[src/rtl/wdt_pkg.sv]
package wdt_pkg;
    localparam int OFS_MODE  = 0;
    localparam int OFS_CONST = 4;
    localparam int OFS_FEED  = 8;
    localparam int OFS_VALUE = 12;

    localparam logic [7:0] KEY_ARM  = 8'hAA;
    localparam logic [7:0] KEY_FIRE = 8'h55;

    localparam int MB_RUN   = 0;
    localparam int MB_RSTEN = 1;
    localparam int MB_TOF   = 2;
    localparam int MB_INT   = 3;

    typedef enum logic {FS_IDLE, FS_ARMED} feed_st_e;
endpackage

[src/rtl/wdt_tick_div.sv]
module wdt_tick_div #(
    parameter int DIV = 4
) (
    input  logic clk,
    input  logic clr,
    output logic tick
);
    localparam int PW = (DIV > 2) ? $clog2(DIV) : 1;

    logic [PW-1:0] pre_d, pre_q;

    always_comb begin
        tick  = (pre_q == PW'(DIV - 1));
        pre_d = tick ? '0 : pre_q + 1'b1;
    end

    always_ff @(posedge clk) begin
        if (clr) pre_q <= '0;
        else     pre_q <= pre_d;
    end

    // ticks are spaced by the division ratio, never back to back
    p_tick_spacing_r5: assert property (@(posedge clk) disable iff (clr)
        tick |=> !tick);
endmodule

[src/rtl/wdt_feed_seq.sv]
module wdt_feed_seq
    import wdt_pkg::*;
(
    input  logic       clk,
    input  logic       clr,
    input  logic       acc,
    input  logic       feed_wr,
    input  logic [7:0] feed_byte,
    output logic       fire
);
    feed_st_e st_d, st_q;

    always_comb begin
        fire = (st_q == FS_ARMED) && feed_wr && (feed_byte == KEY_FIRE);
        st_d = st_q;
        if (acc) st_d = (feed_wr && feed_byte == KEY_ARM) ? FS_ARMED : FS_IDLE;
    end

    always_ff @(posedge clk) begin
        if (clr) st_q <= FS_IDLE;
        else     st_q <= st_d;
    end

    // a read between the two keys can never be followed by a completion
    p_read_breaks_r10: assert property (@(posedge clk) disable iff (clr)
        (acc && !feed_wr) |=> !fire);
endmodule

[src/rtl/wdt_down_counter.sv]
module wdt_down_counter #(
    parameter int W       = 32,
    parameter int RST_VAL = 255
) (
    input  logic         clk,
    input  logic         clr,
    input  logic         run,
    input  logic         tick,
    input  logic         reload,
    input  logic [W-1:0] load_val,
    output logic [W-1:0] cnt,
    output logic         expire
);
    logic [W-1:0] cnt_d, cnt_q;

    always_comb begin
        expire = run && tick && (cnt_q == '0) && !reload;
        cnt_d  = cnt_q;
        if (reload || expire) cnt_d = load_val;
        else if (run && tick) cnt_d = cnt_q - 1'b1;
        cnt = cnt_q;
    end

    always_ff @(posedge clk) begin
        if (clr) cnt_q <= W'(RST_VAL);
        else     cnt_q <= cnt_d;
    end

    // a completed feed loads the constant
    p_reload_r2: assert property (@(posedge clk) disable iff (clr)
        reload |=> cnt_q == $past(load_val));
    // the counter holds while stopped and not reloaded
    p_hold_idle_r5: assert property (@(posedge clk) disable iff (clr)
        (!run && !reload) |=> $stable(cnt_q));
endmodule

[src/rtl/wdt_feed_ctrl.sv]
module wdt_feed_ctrl
    import wdt_pkg::*;
#(
    parameter int ADDR_W   = 4,
    parameter int DATA_W   = 32,
    parameter int PRESCALE = 4,
    parameter int TC_MIN   = 255
) (
    input  logic              clk,
    input  logic              rst_por_n,
    input  logic              rst_sys_n,
    input  logic [ADDR_W-1:0] addr,
    input  logic              wr_en,
    input  logic              rd_en,
    input  logic [DATA_W-1:0] wr_data,
    output logic [DATA_W-1:0] rd_data,
    output logic              irq,
    output logic              chip_rst_req
);
    localparam logic [DATA_W-1:0] TC_FLOOR = DATA_W'(TC_MIN);

    typedef struct packed {
        logic              run;
        logic              rsten;
        logic              tof;
        logic              intf;
        logic              pend_run;
        logic              pend_rsten;
        logic              req;
        logic [DATA_W-1:0] tc;
    } wdt_state_t;

    localparam wdt_state_t S_INIT = '{run: 1'b0, rsten: 1'b0, tof: 1'b0, intf: 1'b0,
                                      pend_run: 1'b0, pend_rsten: 1'b0, req: 1'b0,
                                      tc: TC_FLOOR};

    wdt_state_t s_d, s_q;

    logic              clr_any;
    logic              tick, fire, expire;
    logic              mode_wr, const_wr, feed_wr, acc;
    logic [DATA_W-1:0] cnt;

    assign clr_any  = !rst_por_n || !rst_sys_n;
    assign acc      = wr_en || rd_en;
    assign mode_wr  = wr_en && (addr == ADDR_W'(OFS_MODE));
    assign const_wr = wr_en && (addr == ADDR_W'(OFS_CONST));
    assign feed_wr  = wr_en && (addr == ADDR_W'(OFS_FEED));

    wdt_tick_div #(.DIV(PRESCALE)) u_div (
        .clk (clk),
        .clr (clr_any),
        .tick(tick)
    );

    wdt_feed_seq u_feed (
        .clk      (clk),
        .clr      (clr_any),
        .acc      (acc),
        .feed_wr  (feed_wr),
        .feed_byte(wr_data[7:0]),
        .fire     (fire)
    );

    wdt_down_counter #(.W(DATA_W), .RST_VAL(TC_MIN)) u_cnt (
        .clk     (clk),
        .clr     (clr_any),
        .run     (s_q.run),
        .tick    (tick),
        .reload  (fire),
        .load_val(s_q.tc),
        .cnt     (cnt),
        .expire  (expire)
    );

    always_comb begin
        s_d     = s_q;
        s_d.req = 1'b0;
        if (mode_wr) begin
            s_d.pend_run   = s_q.pend_run   | wr_data[MB_RUN];
            s_d.pend_rsten = s_q.pend_rsten | wr_data[MB_RSTEN];
            if (!wr_data[MB_TOF]) s_d.tof = 1'b0;
        end
        if (const_wr) s_d.tc = (wr_data < TC_FLOOR) ? TC_FLOOR : wr_data;
        if (fire) begin
            s_d.run        = s_q.run   | s_q.pend_run;
            s_d.rsten      = s_q.rsten | s_q.pend_rsten;
            s_d.pend_run   = 1'b0;
            s_d.pend_rsten = 1'b0;
        end
        if (expire) begin
            s_d.tof   = 1'b1;
            s_d.intf  = 1'b1;
            s_d.run   = 1'b0;
            s_d.rsten = 1'b0;
            s_d.req   = s_q.rsten;
        end
    end

    always_ff @(posedge clk) begin
        if (!rst_por_n) begin
            s_q <= S_INIT;
        end else if (!rst_sys_n) begin
            s_q     <= S_INIT;
            s_q.tof <= s_q.tof;
        end else begin
            s_q <= s_d;
        end
    end

    always_comb begin
        rd_data = '0;
        case (addr)
            ADDR_W'(OFS_MODE): begin
                rd_data[MB_RUN]   = s_q.run;
                rd_data[MB_RSTEN] = s_q.rsten;
                rd_data[MB_TOF]   = s_q.tof;
                rd_data[MB_INT]   = s_q.intf;
            end
            ADDR_W'(OFS_CONST): rd_data = s_q.tc;
            ADDR_W'(OFS_VALUE): rd_data = cnt;
            default:            rd_data = '0;
        endcase
    end

    assign irq          = s_q.intf;
    assign chip_rst_req = s_q.req;

    // run only turns on as the result of a completed feed
    p_mode_held_r3: assert property (@(posedge clk) disable iff (clr_any)
        $rose(s_q.run) |-> $past(fire));
    // run stays set until a timeout
    p_set_only_r4: assert property (@(posedge clk) disable iff (clr_any)
        (s_q.run && !expire) |=> s_q.run);
    // a timeout always leaves the flag set
    p_tof_set_r6: assert property (@(posedge clk) disable iff (clr_any)
        expire |=> s_q.tof);
    // the interrupt only goes away through a reset
    p_irq_sticky_r7: assert property (@(posedge clk) disable iff (clr_any)
        irq |=> irq);
    // the reset request is a single-cycle pulse
    p_req_pulse_r8: assert property (@(posedge clk) disable iff (clr_any)
        chip_rst_req |=> !chip_rst_req);
    // the request needs reset-enable in the cycle before
    p_req_gated_r8: assert property (@(posedge clk) disable iff (clr_any)
        chip_rst_req |-> $past(s_q.rsten));
    // the constant never falls below its floor
    p_const_floor_r9: assert property (@(posedge clk) disable iff (clr_any)
        s_q.tc >= TC_FLOOR);
endmodule

[config.mk]
export PLATFORM = sky130hd
export DESIGN_NAME = wdt_feed_ctrl
export DESIGN_NICKNAME = d
export VERILOG_FILES = /design/src/rtl/wdt_pkg.sv /design/src/rtl/wdt_tick_div.sv /design/src/rtl/wdt_feed_seq.sv /design/src/rtl/wdt_down_counter.sv /design/src/rtl/wdt_feed_ctrl.sv
export SDC_FILE = /design/constraint.sdc
export NUM_CORES = 1
export LEC_CHECK = 0
export ABC_CLOCK_PERIOD_IN_PS = 2900
export BUFFER_PORTS_ARGS = -buffer_cell sky130_fd_sc_hd__buf_4
export CORE_MARGIN = 2
export CORE_UTILIZATION = 30
export CTS_CLUSTER_SIZE = 20
export DETAILED_ROUTE_END_ITERATION = 6
export PLACE_DENSITY = 0.54
export SETUP_SLACK_MARGIN = 0.15
export SKIP_LAST_GASP = 1
export SYNTH_ARGS = -nofsm -noshare
export SYNTH_HDL_FRONTEND = slang
export SYNTH_SLANG_ARGS = --single-unit
[constraint.sdc]
create_clock -name clk -period 2.9 [get_ports clk]
set_clock_uncertainty 0.1 [all_clocks]
set_input_delay 0.29 -clock clk [delete_from_list [all_inputs] [get_ports clk]]
set_output_delay 0.29 -clock clk [all_outputs]
set_load 0.03 [all_outputs]
* Word level (Yosys, flattened, before mapping)
Cells that the tools add are included.
** Word-level totals
- Output and inout port bits :: 34
- Bits of input ports :: 41
- Bits in registers :: 74
** Cells by class
- Reduce and logical (&&, ||, !) cells :: 25
- Muxes and demuxes :: 9
- Add/subtract/negate cells :: 2
- Bitwise logic cells :: 6
- $lt $le $gt $ge :: 1
- Eq/ne operators :: 7
** Operators by type and width (count)
- $mux W32 :: 3
- $pmux W28 S2 :: 1
- $logic_not A32 Y1 :: 1
- $lt A32 B8 Y1 const B :: 1
- $sub A32 B1 Y32 const B :: 1
- $pmux W4 S3 :: 1
- $logic_and A1 B1 Y1 :: 9
- $eq A4 B4 Y1 const B :: 2
- $eq A8 B7 Y1 const B :: 1
- $eq A8 B8 Y1 const B :: 1
- $reduce_and A3 Y1 :: 2
- $reduce_or A3 Y1 :: 2
- $eq A4 B3 Y1 const B :: 1
- $logic_not A4 Y1 :: 1
- $or A1 B1 Y1 :: 4
- $reduce_bool A2 Y1 :: 2
- $logic_not A1 Y1 :: 3
- $logic_or A1 B1 Y1 :: 3
- $mux W1 :: 3
- $add A2 B1 Y2 const B :: 1
- $eq A2 B2 Y1 const B :: 1
- $mux W2 :: 1
- $ne A2 B1 Y1 const B :: 1
- $not A1 Y1 :: 2
- other kinds (2) :: 2

* Depth between registers and ports, before layout
Gate-level depths: netlist of run 1.
- Depth in word-level cells :: 8
- Gate-level depth with buffers :: 9

* Modules after synthesis
Synthesis of run 1 repeated with hierarchy kept, for this count alone.
** Unflattened totals
- Cell total of the unflattened synthesis :: 459
- Area total of the unflattened synthesis :: 3808.7 sq um
** By module, submodules not included
- wdt_down_counter :: times used 1, cells an instance 215, area an instance 1840.5 sq um
- wdt_feed_ctrl :: times used 1, cells an instance 229, area an instance 1808.0 sq um
- wdt_feed_seq :: times used 1, cells an instance 10, area an instance 85.1 sq um
- wdt_tick_div :: times used 1, cells an instance 5, area an instance 75.1 sq um

* Least setup slack after synthesis of run 1
OpenSTA, ideal clock, no wires.
- Path type :: register to register
- Start point :: register u_cnt.cnt_q[0] (netlist: u_cnt.cnt[0])
- End point :: register u_cnt.cnt_q[10] (netlist: u_cnt.cnt[10])
- Period minus slack after synthesis :: 2.475 ns
- Arrival time :: 2.301 ns
- Setup slack :: 0.425 ns
- Cell stages (with the launch flop) :: 8
- Setup time :: 0.074 ns
- Cell sequence :: dfxtp_1 > inv_1 > ha_1 > or4b_2 > or4_4 > o41ai_4 > nand2_1 > a31oi_1
** Between the ends
- Word-level cells in the longest chain between the ends :: 5
- Elaborated cells between the ends (all ways) :: 8
** RTL lines
- start: declaration :: line wdt_down_counter.sv:14 : logic [W-1:0] cnt_d, cnt_q;
- start signal: assignment :: line wdt_down_counter.sv:25 : if (clr) cnt_q <= W'(RST_VAL);
- start signal: assignment :: line wdt_down_counter.sv:26 : else cnt_q <= cnt_d;
- branches (longest 5 deep; another with $sub A32 B1 Y32)
Several ways; the timed one is not identified. The select of a mux whose other input is x is not followed.
A chain may end at the register's enable or synchronous reset.

* Worst setup path after layout of run 1
- Start point :: register u_cnt.cnt_q[0] (netlist: u_cnt.cnt[0])
- End point :: register u_cnt.cnt_q[11] (netlist: u_cnt.cnt[11])
The elaborated chain is that of the path after synthesis.

==> flow_metrics.py, run 1 <==
metrics = {
    "outcome": {
        "status": "complete, no violations",
    },
    "setup_path": {
        "critical_path.max_stage_delay_ns": 0.60,
        "end_kind": "register",
        "r2r_cells": 7,
        "crit_family": "simple AND/OR/NAND/NOR gates",
        "path_class": "register to register",
        "cp.required_ns": 3.05,
        "crit_arrival_ns": 2.75,
        "crit_end": "u_cnt.cnt[11]$_SDFFE_PN0P_",
        "cpMaxStageDelayCell": "or4b_2",
        "cp.depth": 7,
        "path_buf_inv": 1,
        "reg2reg_slack_ns": 0.30,
        "crit_start": "u_cnt.cnt[0]$_SDFFE_PN1P_",
        "startpoint_type": "register",
        "crit_chain": "inv_1 -> ha_1 -> or4b_2 -> or4_4 -> o41ai_4 -> nand2_1 -> a31oi_1",
        "crit_path_max_fanout": 5,
        "r2r_end": "u_cnt.cnt[11]$_SDFFE_PN0P_",
        "r2r_start": "u_cnt.cnt[0]$_SDFFE_PN1P_",
    },
    "timing": {
        "slew_headroom": 0.337,
        "setup_tns_ns": 0,
        "tightest_slew_ns": 0.991,
        "final-hold-violation-count": 0,
        "drv_slew": 0,
        "fmax_mhz": 385,
        "finalCritPeriodShare": 0.896,
        "setup_violations": 0,
        "fin_crit_ns": 2.60,
        "setup_slack_ns": 0.300,
        "rsz0062_at_grt": "true",
    },
    "logic_synthesis": {
        "synth_fa_ha_area_frac": 0.00617,
        "async_flop_share": 0,
        "ys.flop_type": "dfxtp_1",
        "ys_seq_area_frac": 0.365,
        "syn_inst": 518,
        "synthTopCellsByCount": "103 x nand2_1, 74 x dfxtp_1, 45 x a21oi_1",
        "yosys.area.top_type": "dfxtp_1",
        "synth-edff-count": 0,
        "yosys.cell_count.top_type": "nand2_1",
        "synth_area_leaders": "dfxtp_1 37%, nand2_1 9.5%, a22o_1 6.0%, a21oi_1 5.6%, nor4_1 3.9%",
        "yosys_warnings": 0,
        "synth_area_per_cell_um2": 7.83,
        "synth-compound-area-share": 0.249,
        "syn_nets": 561,
        "synth.distinct_cells": 47,
        "ys_ff_latch": 74,
        "synth_top_area_share": 0.365,
        "synth_mux_area_frac": 0.00988,
        "yosys.area_share.simple": 0.283,
        "synthXorXnorAreaFrac": 0.0432,
        "synth_area_um2": 4050,
        "synth_top_family_by_area": "simple AND/OR/NAND/NOR gates",
    },
    "layout": {
        "drive_above_1_share": 0.206,
        "antennaDiodeCount": 0,
        "fillCellCount": 1376,
        "layoutNonFillerInstCount": 768,
        "area_growth_pct": 28.4,
        "finish.utilization": 0.393,
        "nets": 630,
    },
    "drt": {
        "drt_iter0_drc": 308,
        "drc": 0,
        "dr.pass1.iters": 5,
        "vias": 4234,
        "wirelength_mm": 14.1,
        "vias_per_cell": 5.51,
        "wire_per_inst_um": 18.3,
        "ant_nets": 0,
    },
    "floorplanning": {
        "die_x_um": 120,
        "core.rowCount": 42,
        "core_um2": 13200,
        "num_io_pins": 75,
        "dieArea_um2": 14500,
        "start_util": 0.306,
        "chipHeight_um": 120,
    },
    "place": {
        "dp_hpwl_mm": 10.1,
        "placedCellCount": 752,
        "dp_slack_ns": 0.190,
        "gp_congestion": 0.871,
        "io_buffers": 74,
    },
    "grt": {
        "grt_start_max_net_pins": 35,
        "grt.total_usage": 0.195,
        "antenna_found_initial": 0,
        "grt_pass1_wl_mm": 22.2,
        "first_global_vias": 4167,
        "overflow": 0,
    },
    "worst_hold_path": {
        "hp-class": "primary input to register",
    },
    "pwr": {
        "internal-power_mw": 1.92,
        "p_comb_frac": 0.057,
        "ir_drop_mv": 0.285,
        "sw_frac_of_total": 0.214,
        "p_per_area_nw_per_um2": 469,
        "p_leak_nw": 1.88,
        "p_seq_frac": 0.419,
        "pwr-share-clk": 0.525,
        "power_mw": 2.44,
        "p_switching_mw": 0.522,
    },
    "cts": {
        "insertion_delay_ns": 0.33,
        "cts_max_path_buffers": 2,
        "numCtsBuffers": 9,
        "clkTransAtPathRegs_ns": 0.06,
        "cts_tree": "yes",
        "cts_root_buf": "clkbuf_16",
        "h-tree-depth": 3,
        "clock_sinks": 74,
    },
    "flow_run": {
        "drv_cap": 0,
    },
}
## kinds of logic after synthesis
family / count (synthesis)
and+or+nand+nor: 228
AOI/OAI and AO/OA: 148
DFF: 74
buffers and inverters: 42
xor gates and xnor gates: 20
muxes: 4
adders and majority gates: 2
## per-layer routing
layer	wire length, µm	global-route usage
met1	6540	0.281
met3	946	0.0198
met4	214	0.0654
met5	0	0
met2	6360	0.306
## layout make-up
type	count	area (µm²)	area share
repair buffers	94	718	0.138
multi-input cells	402	2430	0.466
inverters	6	22.5	0.00433
well taps	176	220	0.0423
flip-flops and latches	74	1480	0.285
clock buffers	11	233	0.0447
clock inverters	5	103	0.0197
## layout by cell type, fill, tap and decap left out, drive strengths merged, types with 4 or more instances in the layout
| cell | instances |
|---|---|
| a211oi | 6 |
| a21oi | 45 |
| a22o | 28 |
| a22oi | 7 |
| a31oi | 11 |
| and2 | 8 |
| and3 | 6 |
| buf | 94 |
| clkbuf | 11 |
| dfxtp | 74 |
| inv | 6 |
| mux2i | 4 |
| nand2 | 103 |
| nand3 | 17 |
| nand4 | 6 |
| nor2 | 14 |
| nor3 | 13 |
| nor3b | 4 |
| nor4 | 25 |
| o211ai | 15 |
| o21ai | 11 |
| o22ai | 12 |
| o31a | 5 |
| or2 | 4 |
| or3 | 7 |
| or4 | 8 |
| xnor2 | 12 |
| xor2 | 8 |
## flip-flops by register name, indices dropped and copies added (netlist names)
name and count:
s_q 37, u_cnt.cnt 32, u_div.pre_q 2, chip_rst_req 1, irq 1, u_feed.st_q 1
## worst min-delay path: stages
cell	delay [ns]
buf_4	0.09
o22ai_1	0.05
nand2_1	0.06
## power by group through the flow
stage | combinational (mW) | sequential, mW | clock (mW)
2_1_floorplan | 0.0562 | 1.04 | 0
3_3_place_gp | 0.138 | 1.05 | 0
3_5_place_dp | 0.139 | 1.05 | 0
4_1_cts | 0.139 | 1.02 | 1.29
5_1_grt | 0.149 | 1.02 | 1.34
6_report | 0.138 | 1.02 | 1.28
## stage by stage
stage / instance area, µm² / hold WS, ns
5_1_grt: 5210 / 0.0939
4_1_cts: 5200 / 0.0838
6_report: 5210 / 0.0931
3_5_place_dp: 4860 / 0.320
3_3_place_gp: 4860 / 0.314
2_1_floorplan: 4050 / 0.304
## how the worst min path moves through the flow
stage / start / endpoint / slack [ns] / cells after the start
floorplan: u_div.pre_q[0]$_SDFF_PP0_ / u_div.pre_q[0]$_SDFF_PP0_ / 0.30 / 1
global route: wr_data[3] / s_q[3]$_SDFFE_PN1P_ / 0.09 / 3
CTS: wr_data[6] / s_q[6]$_SDFFE_PN1P_ / 0.08 / 3
finish: wr_data[6] / s_q[6]$_SDFFE_PN1P_ / 0.09 / 3
global placement: u_div.pre_q[0]$_SDFF_PP0_ / u_div.pre_q[0]$_SDFF_PP0_ / 0.31 / 1
detailed placement: u_div.pre_q[0]$_SDFF_PP0_ / u_div.pre_q[0]$_SDFF_PP0_ / 0.32 / 1
## what timing repair did
| action | in CTS | in global routing |
|---|---|---|
| gates resized for setup | 0 | 1 |
| hold buffers | 0 | 0 |
| setup endpoints to repair | 0 | 8 |
| setup buffers | 0 | 0 |
Power figures use the tool's default switching activity.
==> inputs of run 2 (changes only) <==
PLACE_DENSITY = 0.55   (was 0.54)
SYNTH_HIERARCHICAL = 1   (was default)
==> flow_metrics.py, run 2 <==
metrics = {
    "outcome": {
        "status": "complete, no violations",
    },
    "layout": {
        "area_growth_pct": 28.1,
        "drive_above_1_share": 0.231,
        "largest_reg_flops": 37,
        "final_cell_mix": "90 x buf_4, 74 x dfxtp_1, 66 x nand2_1, 41 x nor3_1, 36 x a21oi_1",
        "stdcell_area_um2": 4880,
        "nets": 574,
        "final_common_cell": "buf_4",
        "antennaDiodeCount": 0,
        "regMostFlops": "s_q",
    },
    "timing": {
        "final-hold-violation-count": 0,
        "slew_headroom": 0.560,
        "tightest_slew_ns": 0.660,
        "fmax_mhz": 408,
        "setup_tns_ns": 0,
        "rsz0062_at_grt": "false",
        "drv_slew": 0,
        "fin_crit_ns": 2.45,
        "finalCritPeriodShare": 0.845,
        "setup_violations": 0,
    },
    "setup_path": {
        "startpoint_type": "register",
        "end_kind": "register",
        "path_class": "register to register",
        "crit_arrival_ns": 2.61,
        "crit_path_max_fanout": 7,
        "cp.required_ns": 3.07,
    },
    "pwr": {
        "ir_drop_mv": 0.258,
        "power_mw": 2.35,
        "p_per_area_nw_per_um2": 482,
        "p_leak_nw": 1.75,
    },
    "cts": {
        "cts_root_buf": "clkbuf_16",
        "cts_tree": "yes",
        "insertion_delay_ns": 0.33,
        "clock_sinks": 74,
        "numCtsBuffers": 9,
        "post_cts_resized": 0,
        "clkTransAtPathRegs_ns": 0.06,
        "post_cts_buffers": 0,
        "cts_max_path_buffers": 2,
        "ctsHoldBuffers": 0,
        "h-tree-depth": 3,
    },
    "floorplanning": {
        "die_x_um": 117,
        "dieArea_um2": 13600,
        "chipHeight_um": 117,
        "start_util": 0.304,
        "core_um2": 12500,
        "core.rowCount": 41,
        "num_io_pins": 75,
    },
    "grt": {
        "grt_pass1_wl_mm": 18.6,
        "grt.total_usage": 0.178,
        "overflow": 0,
        "antenna_found_initial": 0,
        "grt_start_max_net_pins": 41,
        "first_global_vias": 3533,
    },
    "logic_synthesis": {
        "yosys.area.top_type": "dfxtp_1",
        "synth.distinct_cells": 50,
        "syn_inst": 459,
        "yosys_warnings": 6,
        "synth_area_um2": 3810,
        "ys_seq_area_frac": 0.389,
        "synth_area_leaders": "dfxtp_1 39%, nand2_1 6.6%, a22o_1 6.4%, xnor2_1 6.0%, nor3_1 5.4%",
        "ys_ff_latch": 74,
        "synthTopCellsByCount": "74 x dfxtp_1, 67 x nand2_1, 41 x nor3_1",
        "ys.flop_type": "dfxtp_1",
        "async_flop_share": 0,
        "synth_top_area_share": 0.389,
        "synth_area_per_cell_um2": 8.30,
        "synth-edff-count": 0,
        "syn_nets": 502,
        "yosys.cell_count.top_type": "dfxtp_1",
    },
    "flow_run": {
        "drv_cap": 0,
    },
    "drt": {
        "drt_iter0_drc": 244,
        "drc": 0,
        "wirelength_mm": 11.8,
        "wire_per_inst_um": 16.7,
        "ant_nets": 0,
        "vias": 3755,
        "dr.pass1.iters": 5,
        "vias_per_cell": 5.30,
    },
    "place": {
        "io_buffers": 74,
        "dp_hpwl_mm": 8.72,
        "placed_area_um2": 4560,
        "gp_congestion": 0.823,
    },
    "worst_hold_path": {
        "hp-class": "primary input to register",
    },
}
-- run 2: stage by stage --
step	setup slack, ns	hold WS (ns)	utilization	cells
3_3_place_gp	0.466	0.314	0.364	692
2_1_floorplan	0.462	0.308	-	459
5_1_grt	0.302	0.118	0.390	708
6_report	0.451	0.107	0.390	708
3_5_place_dp	0.447	0.340	0.364	692
4_1_cts	0.429	0.103	0.390	708
-- run 2: area by class of cell --
type / instances / area (µm²)
Fill cell: 1345 / 7640
Multi-Input combinational cell: 351 / 2170
Sequential cell: 74 / 1480
Timing Repair Buffer: 90 / 676
Clock buffer: 11 / 243
Tap cell: 172 / 215
Clock inverter: 5 / 77.6
Inverter: 5 / 18.8
-- run 2: layer usage --
layer | global-route usage | wire length (µm)
met1 | 0.262 | 5650
met3 | 0.0208 | 674
met4 | 0.0714 | 252
met5 | 0 | 0
met2 | 0.263 | 5220
-- run 2: worst paths after layout --
kind | startpoint | endpoint | slack [ns] | cells past startpoint
max | u_cnt/cnt[24]$_SDFFE_PP0P_ | irq$_SDFFE_PN0P_ | 0.45 | 7
min | rst_por_n | s_q[36]$_SDFFE_PN0P_ | 0.11 | 3
max reg2reg | u_cnt/cnt[24]$_SDFFE_PP0P_ | irq$_SDFFE_PN0P_ | 0.45 | 7
min reg2reg | s_q[37]$_SDFFE_PP0P_ | chip_rst_req$_SDFF_PN0_ | 0.35 | 2
-- run 2: worst max-delay path, stage by stage (launching register included) --
cell and delay, ns:
dfxtp_1 0.35, or4_1 0.61, or2_2 0.33, or3_1 0.35
nor4_1 0.33, buf_4 0.20, nor2_1 0.04, nor2_1 0.07
-- run 2: cell families after synthesis --
family,count (synthesis),synth area share
simple gates,209,0.291
compound gates,112,0.203
flops,74,0.389
buf+inv,34,0.0447
xor+xnor,27,0.0621
fa+ha+maj,2,0.00657
mux,1,0.00296
-- run 2: where the power goes --
part / internal (mW) / leakage, nW / switching (mW)
registers: 1.02 / 0.597 / 0.00349
clock network: 0.774 / 0.156 / 0.414
logic: 0.0604 / 0.995 / 0.0800
total: 1.85 / 1.75 / 0.497
==> inputs of run 3 (changes only) <==
ABC_CLOCK_PERIOD_IN_PS = 2570   (was 2900)
clock period = 2.57 ns   (was 2.9 ns; I/O delays follow)
==> flow_metrics.py, run 3 (same netlist as run 2, synthesis figures left out) <==
metrics = {
    "outcome": {
        "status": "complete, no violations",
    },
    "floorplanning": {
        "start_util": 0.304,
        "num_io_pins": 75,
        "core.rowCount": 41,
        "die_x_um": 117,
        "core_um2": 12500,
        "dieArea_um2": 13600,
        "chipHeight_um": 117,
    },
    "cts": {
        "clock_sinks": 74,
        "cts_max_path_buffers": 2,
        "insertion_delay_ns": 0.34,
        "h-tree-depth": 3,
        "cts_root_buf": "clkbuf_16",
        "clkTransAtPathRegs_ns": 0.07,
        "numCtsBuffers": 9,
        "cts_tree": "yes",
    },
    "setup_path": {
        "cp.required_ns": 2.69,
        "r2r_cells": 5,
        "startpoint_type": "register",
        "crit_arrival_ns": 2.51,
        "path_class": "register to register",
        "crit_path_max_fanout": 6,
        "end_kind": "register",
    },
    "drt": {
        "dr.pass1.iters": 5,
        "drt_iter0_drc": 303,
        "vias_per_cell": 5.37,
        "wirelength_mm": 12.2,
        "wire_per_inst_um": 17.2,
        "drc": 0,
        "vias": 3816,
        "ant_nets": 0,
    },
    "layout": {
        "final_cell_mix": "91 x buf_4, 74 x dfxtp_1, 66 x nand2_1, 41 x nor3_1, 36 x a21oi_1",
        "drive_above_1_share": 0.245,
        "largest_reg_flops": 37,
        "fillCellCount": 1324,
        "regArea_um2": 1480,
        "regMostFlops": "s_q",
        "area_growth_pct": 29.5,
        "antennaDiodeCount": 0,
        "final_common_cell": "buf_4",
        "finish.utilization": 0.394,
        "nets": 577,
        "multi_input_area_um2": 2200,
    },
    "grt": {
        "grt.total_usage": 0.180,
        "first_global_vias": 3528,
        "antenna_found_initial": 0,
        "grt_start_max_net_pins": 69,
        "grt_pass1_wl_mm": 18.8,
        "overflow": 0,
    },
    "timing": {
        "setup_violations": 0,
        "fmax_mhz": 418,
        "tightest_slew_ns": 0.678,
        "finalCritPeriodShare": 0.931,
        "rsz0062_at_grt": "true",
        "fin_crit_ns": 2.39,
        "drv_slew": 0,
        "slew_headroom": 0.547,
        "hold_ws_ns": 0.0712,
        "setup_tns_ns": 0,
        "final-hold-violation-count": 0,
    },
    "worst_hold_path": {
        "hp-class": "primary input to register",
        "worstHoldPathCells": 3,
    },
    "pwr": {
        "p_switching_mw": 0.630,
        "p_comb_frac": 0.061,
        "p_per_area_nw_per_um2": 535,
        "p_leak_nw": 1.76,
        "pwr-share-clk": 0.502,
        "ir_drop_mv": 0.295,
        "p_seq_frac": 0.437,
        "sw_frac_of_total": 0.238,
        "internal-power_mw": 2.01,
    },
    "flow_run": {
        "drv_cap": 0,
    },
    "place": {
        "gp_congestion": 0.846,
        "dp_hpwl_mm": 8.76,
        "io_buffers": 74,
    },
}
-- run 3: per-layer routing --
metal / global-route usage / wire [µm]
met1: 0.261 / 5880
met4: 0.0604 / 132
met2: 0.276 / 5440
met5: 0 / 0
met3: 0.0254 / 763
-- run 3: worst paths after layout --
kind | from | endpoint | slack (ns)
min | wr_data[8] | s_q[8]$_SDFFE_PN0P_ | 0.07
max | u_cnt/cnt[7]$_SDFFE_PP1P_ | u_cnt/cnt[22]$_SDFFE_PP0P_ | 0.18
min reg2reg | u_div/pre_q[0]$_SDFF_PP0_ | u_div/pre_q[0]$_SDFF_PP0_ | 0.33
max reg2reg | u_cnt/cnt[7]$_SDFFE_PP1P_ | u_cnt/cnt[22]$_SDFFE_PP0P_ | 0.18
-- run 3: layout make-up --
cell class | instances | area share
Clock buffer | 10 | 0.0484
Clock inverter | 6 | 0.0147
Inverter | 5 | 0.00380
Multi-Input combinational cell | 352 | 0.447
Sequential cell | 74 | 0.300
Tap cell | 172 | 0.0436
Timing Repair Buffer | 92 | 0.143
-- run 3: power by group through the flow --
stage	Sequential (mW)	Combinational (mW)	Clock, mW
5_1_grt	1.15	0.174	1.40
2_1_floorplan	1.18	0.0684	0
6_report	1.15	0.162	1.32
4_1_cts	1.15	0.163	1.34
3_5_place_dp	1.18	0.163	0
3_3_place_gp	1.18	0.161	0
-- run 3: worst max-delay path, cell delays in order (launching register included) --
cell,delay (ns)
dfxtp_1,0.36
or4_4,0.59
or4_2,0.71
nor3_1,0.27
xnor2_1,0.15
o2bb2ai_1,0.08
-- run 3: timing repair --
action	in CTS	in global routing
setup buffers	0	0
gates cloned	0	1
hold buffers	0	0
pin swaps	0	2
setup endpoints to repair	5	35
resized for setup	1	4
-- run 3: stage by stage --
step / power (mW) / cells / instance area, µm² / setup slack (ns)
floorplan: 1.25 / 459 / 3810 / 0.132
global placement: 1.34 / 694 / 4580 / 0.158
detailed placement: 1.34 / 694 / 4580 / 0.152
CTS: 2.66 / 710 / 4900 / 0.172
global route: 2.72 / 711 / 4930 / 0.109
finish: 2.64 / 711 / 4930 / 0.177
